`config.mk`:
```
export PLATFORM = sky130hd
export DESIGN_NAME = wbp_predictor
export DESIGN_NICKNAME = d
export VERILOG_FILES = /design/src/rtl/wbp_pkg.sv /design/src/rtl/wbp_match.sv /design/src/rtl/wbp_victim.sv /design/src/rtl/wbp_predictor.sv
export SDC_FILE = /design/constraint.sdc
export NUM_CORES = 1
export LEC_CHECK = 0
export BUFFER_PORTS_ARGS = -buffer_cell sky130_fd_sc_hd__buf_4
export CORE_UTILIZATION = 55
export DETAILED_ROUTE_END_ITERATION = 10
export GPL_TIMING_DRIVEN = 0
export MAX_ROUTING_LAYER = met4
export PLACE_DENSITY = 0.73
export SKIP_CTS_REPAIR_TIMING = 1
export SLEW_MARGIN = 20
export SYNTH_ARGS = -nofsm -noshare
export SYNTH_HDL_FRONTEND = slang
export SYNTH_SLANG_ARGS = --single-unit
```
`constraint.sdc`:
```
create_clock -name clk -period 12.3 [get_ports clk]
set_clock_uncertainty 0.05 [all_clocks]
set_input_delay 1.845 -clock clk [delete_from_list [all_inputs] [get_ports clk]]
set_output_delay 1.845 -clock clk [all_outputs]
set_load 0.02 [all_outputs]
```
`src/rtl/wbp_pkg.sv`:
```
package wbp_pkg;
    typedef enum logic [1:0] {
        ACT_IDLE = 2'd0,
        ACT_BUMP = 2'd1,
        ACT_FILL = 2'd2
    } upd_act_e;
endpackage

```
`src/rtl/wbp_match.sv`:
```
// Associative lookup: finds the valid entry whose PC equals the key.
module wbp_match #(
    parameter int ENTRIES = 4,
    parameter int PC_W    = 32,
    localparam int IDX_W  = (ENTRIES > 1) ? $clog2(ENTRIES) : 1
) (
    input  logic [ENTRIES-1:0]           ent_valid,
    input  logic [ENTRIES-1:0][PC_W-1:0] ent_pc,
    input  logic [PC_W-1:0]              key,
    output logic                         hit,
    output logic [IDX_W-1:0]             idx
);
    logic [ENTRIES-1:0] eq;

    generate
        for (genvar g = 0; g < ENTRIES; g++) begin : g_cmp
            assign eq[g] = ent_valid[g] && (ent_pc[g] == key);
        end
    endgenerate

    always_comb begin
        hit = 1'b0;
        idx = '0;
        for (int i = 0; i < ENTRIES; i++) begin
            if (eq[i] && !hit) begin
                hit = 1'b1;
                idx = IDX_W'(i);
            end
        end
    end
endmodule

```
`src/rtl/wbp_victim.sv`:
```
// Victim choice: first invalid entry, else smallest count (lowest index on ties).
module wbp_victim #(
    parameter int ENTRIES = 4,
    parameter int CNT_W   = 16,
    localparam int IDX_W  = (ENTRIES > 1) ? $clog2(ENTRIES) : 1
) (
    input  logic [ENTRIES-1:0]            ent_valid,
    input  logic [ENTRIES-1:0][CNT_W-1:0] ent_cnt,
    output logic [IDX_W-1:0]              victim
);
    logic             free_seen;
    logic [CNT_W-1:0] best_cnt;

    always_comb begin
        victim    = '0;
        free_seen = 1'b0;
        best_cnt  = '1;
        for (int i = 0; i < ENTRIES; i++) begin
            if (!free_seen) begin
                if (!ent_valid[i]) begin
                    free_seen = 1'b1;
                    victim    = IDX_W'(i);
                end else if (i == 0 || ent_cnt[i] < best_cnt) begin
                    victim   = IDX_W'(i);
                    best_cnt = ent_cnt[i];
                end
            end
        end
    end
endmodule

```
`src/rtl/wbp_predictor.sv`:
```
module wbp_predictor
    import wbp_pkg::*;
#(
    parameter int ENTRIES = 4,
    parameter int PC_W    = 32,
    parameter int CNT_W   = 16,
    localparam int IDX_W  = (ENTRIES > 1) ? $clog2(ENTRIES) : 1,
    localparam logic [CNT_W-1:0] CNT_MAX = '1
) (
    input  logic             clk,
    input  logic             rst,
    input  logic             upd_valid,
    input  logic [PC_W-1:0]  upd_pc,
    input  logic [CNT_W-1:0] wr_thresh,
    input  logic             qry_valid,
    input  logic [PC_W-1:0]  qry_pc,
    output logic             resp_valid,
    output logic             resp_fast_write
);
    logic [ENTRIES-1:0]            valid_q;
    logic [ENTRIES-1:0][PC_W-1:0]  pc_q;
    logic [ENTRIES-1:0][CNT_W-1:0] cnt_q;

    logic             upd_hit, qry_hit;
    logic [IDX_W-1:0] upd_idx, qry_idx, victim_idx;
    upd_act_e         act;
    logic             qry_fw;

    wbp_match #(.ENTRIES(ENTRIES), .PC_W(PC_W)) u_upd_match (
        .ent_valid (valid_q),
        .ent_pc    (pc_q),
        .key       (upd_pc),
        .hit       (upd_hit),
        .idx       (upd_idx)
    );

    wbp_match #(.ENTRIES(ENTRIES), .PC_W(PC_W)) u_qry_match (
        .ent_valid (valid_q),
        .ent_pc    (pc_q),
        .key       (qry_pc),
        .hit       (qry_hit),
        .idx       (qry_idx)
    );

    wbp_victim #(.ENTRIES(ENTRIES), .CNT_W(CNT_W)) u_victim (
        .ent_valid (valid_q),
        .ent_cnt   (cnt_q),
        .victim    (victim_idx)
    );

    // Update action decode
    always_comb begin
        if (!upd_valid)   act = ACT_IDLE;
        else if (upd_hit) act = ACT_BUMP;
        else              act = ACT_FILL;
    end

    // Table state
    always_ff @(posedge clk) begin
        if (rst) begin
            valid_q <= '0;
        end else begin
            unique case (act)
                ACT_IDLE: ;
                ACT_BUMP: begin
                    if (cnt_q[upd_idx] != CNT_MAX)
                        cnt_q[upd_idx] <= cnt_q[upd_idx] + 1'b1;
                end
                ACT_FILL: begin
                    valid_q[victim_idx] <= 1'b1;
                    pc_q[victim_idx]    <= upd_pc;
                    cnt_q[victim_idx]   <= CNT_W'(1);
                end
                default: ;
            endcase
        end
    end

    // Query response, judged on pre-update table contents
    assign qry_fw = qry_hit && (cnt_q[qry_idx] >= wr_thresh);

    always_ff @(posedge clk) begin
        if (rst) begin
            resp_valid      <= 1'b0;
            resp_fast_write <= 1'b0;
        end else begin
            resp_valid      <= qry_valid;
            resp_fast_write <= qry_valid && qry_fw;
        end
    end
endmodule

```
==> metrics.csv, run 1 <==
metric,value,unit
via_per_inst,6.39,
nets,1474,
avgSynthCellArea,10.7,um^2
power_density,108,mW/mm^2
cts_tree,done,
fin_util,63.4,%
portBuffers,66,
fmax,90.8,MHz
cts.clk_slew.worst_paths,0.09,ns
max_slew_margin,24.7,%
status,"finished, final reports clean",
power.total,1.61,mW
placed_area,0.0143,mm^2
cts_buffer_depth,2,
path_max_fanout,23,
drtIter0Drc,1099,
clock-sinks,198,
postSynthCellCount,1235,
dp_hpwl,33800,um
synth_warnings,0,
core,0.0235,mm^2
power.leakage,5.51,nW
clk-insertion-delay-late,0.46,ns
grt_max_degree,24,
synth-seq-cells,198,
critPathBufInv,7,
critPathCaptureType,register,
yosysSeqAreaShare,44.5,%
routed_wl,43300,um
ys.flop_type,edfxtp_1,
clockRootBuffer,clkbuf_16,
firstDrtPassIters,6,
worstSetupStartpointType,register,
post-place-cells,1630,
grt.overflow.total,0,
synth_top_area_share,43.6,%
period_needed,11.01,ns
fin_area,0.0149,mm^2
gp_congestion,1.00,
ir_drop,93.1,uV
area_growth,12.7,%
drive_above_1_share,11.9,%
die_h,157,um
hold_viol,0,
diodes,0,
crit_slowest_cell,a2111oi_1,
ys_types,70,
ios,86,
yosysTopAreaCell,edfxtp_1,
worst_ep_arrival_time,11.16,ns
grt_pass1_wl,63600,um
synth_common_cells,"edfxtp_1, xor2_1, xnor2_1",
antenna_found_initial,0,
netlist_area,0.0132,mm^2
die_area,0.0247,mm^2
die_x,157,um
worstMarginPinSlew,1.13,ns
path_delay_family,compound AO/OA/AOI/OAI gates,
synth_edf_count,192,
hp-class,reg -> reg,
cts_made_buffers,17,
grt_pass1_vias,10346,
crit_top_cell,a21o_1,
cts_max_level,4,
maxSlewViolCount,0,
rsz0062_at_grt,no,
drc_errors,0,
cap_violations,0,
synth_area_leaders,"edfxtp_1, xor2_1, xnor2_1, ha_1, a22o_1",
crit_required,12.46,ns
nFillCells,1992,
grt_use_total,37.3,%
fp-row-count,56,
wire_per_inst,26.0,um
synth_most_common_cell,edfxtp_1,
ant_nets,0,
instances_no_fill,1661,
vias,10607,
synth_nets,1379,
async_reset_ff_share,0,%
slowest_delay,1.00,ns
period_share,89.5,%
path_class,reg -> reg,
start_util,56.2,%
setup_viol,0,
==> layout make-up <==
| cell class | count | area, um^2 | area share [%] |
|---|---|---|---|
| well taps | 319 | 399 | 2.68 |
| plain buffers | 60 | 248 | 1.66 |
| flip-flops and latches | 198 | 5890 | 39.5 |
| clock inverters | 14 | 173 | 1.16 |
| clock buffers | 17 | 425 | 2.85 |
| inverters | 50 | 188 | 1.26 |
| repair buffers | 76 | 642 | 4.30 |
| multi-input cells | 927 | 6950 | 46.6 |
==> registers in the layout, summed over array words and instances, names as in the netlist <==
name,cells
cnt_q,64
pc_q,128
resp_fast_write,1
resp_valid,1
valid_q,4
==> report_power, final <==
| part | leakage [nW] | switching (mW) | total [mW] | internal (mW) |
|---|---|---|---|---|
| Combinational | 3.41 | 0.148 | 0.243 | 0.0953 |
| Sequential | 1.82 | 0.0204 | 0.780 | 0.760 |
| Clock | 0.290 | 0.306 | 0.583 | 0.276 |
==> kinds of logic after synthesis <==
logic type,Yosys count,share of synthesized area [%]
AOI/OAI and AO/OA,240,13.2
DFF,198,44.5
buffers and inverters,110,3.29
adders and majority gates,60,5.67
and+or+nand+nor,327,13.0
xor gates and xnor gates,266,17.6
muxes,34,2.73
==> path summary, 6_finish.rpt <==
kind                                 start         end  slack, ns  cells past startpoint
worst max register to register  valid_q[0]    pc_q[89]       1.29                     35
worst min-delay path            valid_q[2]  valid_q[2]       0.59                      2
worst min register to register  valid_q[2]  valid_q[2]       0.59                      2
worst max-delay path            valid_q[0]    pc_q[89]       1.29                     35
==> worst reg2reg max path: cells and delay by family, from the launching register on <==
family,cells,cell delay [ns]
adders and majority gates,3,0.99
DFF,1,0.38
and+or+nand+nor,7,1.68
AOI/OAI and AO/OA,18,5.00
buffers and inverters,7,2.63
==> cells in the final DEF, fill, tap and decap left out, types with 20 or more instances in the layout <==
| cell | netlist | layout |
|---|---|---|
| edfxtp_1 | 192 | 192 |
| xor2_1 | 135 | 135 |
| xnor2_1 | 131 | 131 |
| nor2_1 | 91 | 88 |
| buf_4 | 0 | 66 |
| ha_1 | 60 | 60 |
| nand2_1 | 55 | 55 |
| inv_1 | 50 | 50 |
| clkbuf_1 | 49 | 49 |
| a21oi_1 | 50 | 46 |
| nand4_1 | 45 | 45 |
| nor4_1 | 44 | 44 |
| o21ai_0 | 43 | 43 |
| a22o_1 | 39 | 39 |
| nand3_1 | 21 | 21 |
| nor3_1 | 21 | 20 |
==> metrics by stage <==
step	hold WS (ns)	setup TNS, ns	setup slack (ns)
after global placement	0.557	-40.44	-1.24
final	0.585	0	1.29
after detailed placement	0.561	0	1.75
after floorplan	0.456	0	2.92
after CTS	0.579	0	1.71
after global routing	0.606	0	0.962
==> metal layers <==
| layer | vias to the layer above | GRT usage, % | part of all wire [%] |
|---|---|---|---|
| li1 | 4774 | - | - |
| met1 | 5070 | 41.2 | 37 |
| met2 | 601 | 61.3 | 49 |
| met3 | 162 | 5.67 | 6.7 |
| met4 | 0 | 27.5 | 8.2 |
| met5 | - | - | 0 |
Note: power is estimated with default switching activity, not from simulation.
==> run 2, diff against run 1 <==
--- a/config.mk
+++ b/config.mk
@@ -6,11 +6,11 @@
 export NUM_CORES = 1
 export LEC_CHECK = 0
 export BUFFER_PORTS_ARGS = -buffer_cell sky130_fd_sc_hd__buf_4
-export CORE_UTILIZATION = 55
+export CORE_UTILIZATION = 62
 export DETAILED_ROUTE_END_ITERATION = 10
 export GPL_TIMING_DRIVEN = 0
 export MAX_ROUTING_LAYER = met4
-export PLACE_DENSITY = 0.73
+export PLACE_DENSITY = 0.81
 export SKIP_CTS_REPAIR_TIMING = 1
 export SLEW_MARGIN = 20
 export SYNTH_ARGS = -nofsm -noshare
==> run 2 against run 1 <==
  * Via count grew 1.2%
  * First-iteration DRC count grew 1.6%
  * Non-clock buffer count is 1 higher
  * Setup slack improved by 0.20 ns
  * Register-to-register slack better by 0.20 ns
  * Count of clock-buffer cells in the layout is the same
  * Global-route usage is 4.3 points higher
  * Power grew 0.95%
  * Sequential cell count did not move
  * Clock power grew 2%
  * Utilization rose by 7.7 points
  * Critical path type unchanged
  * Critical endpoint is now cnt_q[25]
==> metrics.csv, run 2 (synthesized netlist as in run 1, its figures left out) <==
metric,value,unit,change
status,"finished, final reports clean",,
routed_wl,43400,um,+0.41%
critPathBufInv,6,,-1
p_comb_share,15.0,%,-0.2 points
p_int,1.14,mW,+0.41%
layout_common_cells,"edfxtp_1, xor2_1, xnor2_1, nor2_1, buf_4",,
switching_share,29.9,%,+0.38 points
maxSlewViolCount,0,,unchanged
grt.overflow.total,0,,unchanged
clockRootBuffer,clkbuf_16,,
ios,86,,unchanged
crit_top_cell,a21o_1,,
grt_max_degree,25,,+4.2%
final_common_cell,edfxtp_1,,
fin_util,71.0,%,+7.7 points
grt_use_total,41.6,%,+4.3 points
crit_required,12.57,ns,+0.11 ns
hp-class,reg -> reg,,
die_area,0.0219,mm^2,-11%
fp-row-count,53,,-5.4%
tns,0,ns,unchanged
ant_nets,0,,unchanged
regMostFlops,pc_q,,
crit_slowest_cell,a2111oi_1,,
cap_violations,0,,unchanged
worstSetupStartpointType,register,,
fmax,92.5,MHz,+1.9%
cts_tree,done,,
drive_above_1_share,12.0,%,+0.066 points
portBuffers,66,,unchanged
diodes,0,,unchanged
critPathCaptureType,register,,
area_growth,12.5,%,
grt_pass1_wl,63500,um,-0.25%
period_needed,10.81,ns,-0.200 ns
start_util,63.1,%,+6.9 points
hold_viol,0,,unchanged
grt_pass1_vias,10486,,+1.4%
rrSetupSlack,1.49,ns,+0.20 ns
path_class,reg -> reg,,
clkPwrFrac,36.8,%,+0.5 points
ir_drop,101,uV,+9.0%
worstMarginPinSlew,1.13,ns,+0.0000363 ns
clk-insertion-delay-late,0.47,ns,about the same
nFillCells,1593,,-20%
via_per_inst,6.64,,+3.9%
antenna_found_initial,0,,unchanged
cts_buffer_depth,2,,unchanged
period_share,87.9,%,-1.6 points
max_slew_margin,23.9,%,-0.80 points
p_sw,485,uW,+2.3%
power.leakage,5.53,nW,+0.30%
hold_slack,0.614,ns,+0.0289 ns
gp_congestion,0.983,,-2.1%
power_density,109,mW/mm^2,+1.1%
path_delay_family,compound AO/OA/AOI/OAI gates,,
slowest_delay,0.93,ns,-0.07 ns
nets,1475,,+0.068%
setup_viol,0,,unchanged
dp_hpwl,34100,um,+1.1%
die_h,148,um,-5.7%
seq_power_share,48.2,%,-0.4 points
cts_made_buffers,17,,unchanged
core,0.0210,mm^2,-11%
drtIter0Drc,1117,,+1.6%
wire_per_inst,26.9,um,+3.1%
firstDrtPassIters,6,,unchanged
largest_reg_flops,128,,unchanged
drc_errors,0,,unchanged
cts.clk_slew.worst_paths,0.10,ns,about the same
clock-sinks,198,,unchanged
path_max_fanout,10,,-57%
rsz0062_at_grt,no,,
cts_max_level,4,,unchanged
worst_ep_arrival_time,11.08,ns,-0.08 ns
die_x,148,um,-5.7%
vias,10738,,+1.2%
reg.largest.list,"pc_q (128), cnt_q (64), valid_q (4)",,
-- run 2: cell count changes in the layout (fill, tap and decap cells not counted), moves of 2 or more --
cell,previous run,this run
buf_6,9,5
inv_8,2,4
clkinv_8,4,6
buf_4,66,70
clkinv_4,2,0
inv_6,4,2
-- run 2: power groups by stage --
stage / clock network (mW) / logic (mW) / registers, mW
floorplan: 0 / 0.140 / 0.788
global placement: 0 / 0.227 / 0.796
detailed placement: 0 / 0.238 / 0.795
CTS: 0.592 / 0.239 / 0.780
global route: 0.614 / 0.260 / 0.782
finish: 0.596 / 0.244 / 0.781
-- run 2: final timing paths --
kind / start / end / cells past startpoint
setup / recovery: valid_q[0] / cnt_q[25] / 35
hold / removal: cnt_q[50] / cnt_q[50] / 2
setup reg to reg: valid_q[0] / cnt_q[25] / 35
hold reg to reg: cnt_q[50] / cnt_q[50] / 2
-- run 2: layout make-up --
| type | count | area, um^2 | area share (%) |
|---|---|---|---|
| plain buffers | 60 | 248 | 1.66 |
| clock buffers | 17 | 425 | 2.86 |
| clock inverters | 14 | 193 | 1.29 |
| inverters | 50 | 188 | 1.26 |
| multi-input cells | 927 | 6950 | 46.7 |
| flip-flops and latches | 198 | 5890 | 39.5 |
| well taps | 275 | 344 | 2.31 |
| repair buffers | 77 | 649 | 4.36 |
-- run 2: worst register-to-register path, delay by kind of cell, from the launching register on --
kind,cells,cell delay (ns)
flip-flops,1,0.38
AO/OA/AOI/OAI,20,5.52
adder cells (fa/ha/maj),3,0.98
AND/OR/NAND/NOR,6,1.36
buffers and inverters,6,2.37
-- run 2: metrics by stage --
| stage | instances | cell area, um^2 | power (mW) | worst slack (ns) |
|---|---|---|---|---|
| CTS | 1618 | 14900 | 1.61 | 1.86 |
| global placement | 1576 | 14100 | 1.02 | -1.12 |
| global route | 1618 | 14900 | 1.66 | 1.22 |
| detailed placement | 1587 | 14300 | 1.03 | 1.94 |
| floorplan | 1235 | 13200 | 0.928 | 2.92 |
| finish | 1618 | 14900 | 1.62 | 1.49 |
-- run 2: metal layers --
| metal | share of wire, % | GRT usage, % |
|---|---|---|
| met5 | 0 | - |
| met4 | 8.6 | 31.4 |
| met3 | 6.2 | 5.52 |
| met2 | 50 | 69.6 |
| met1 | 36 | 45.2 |
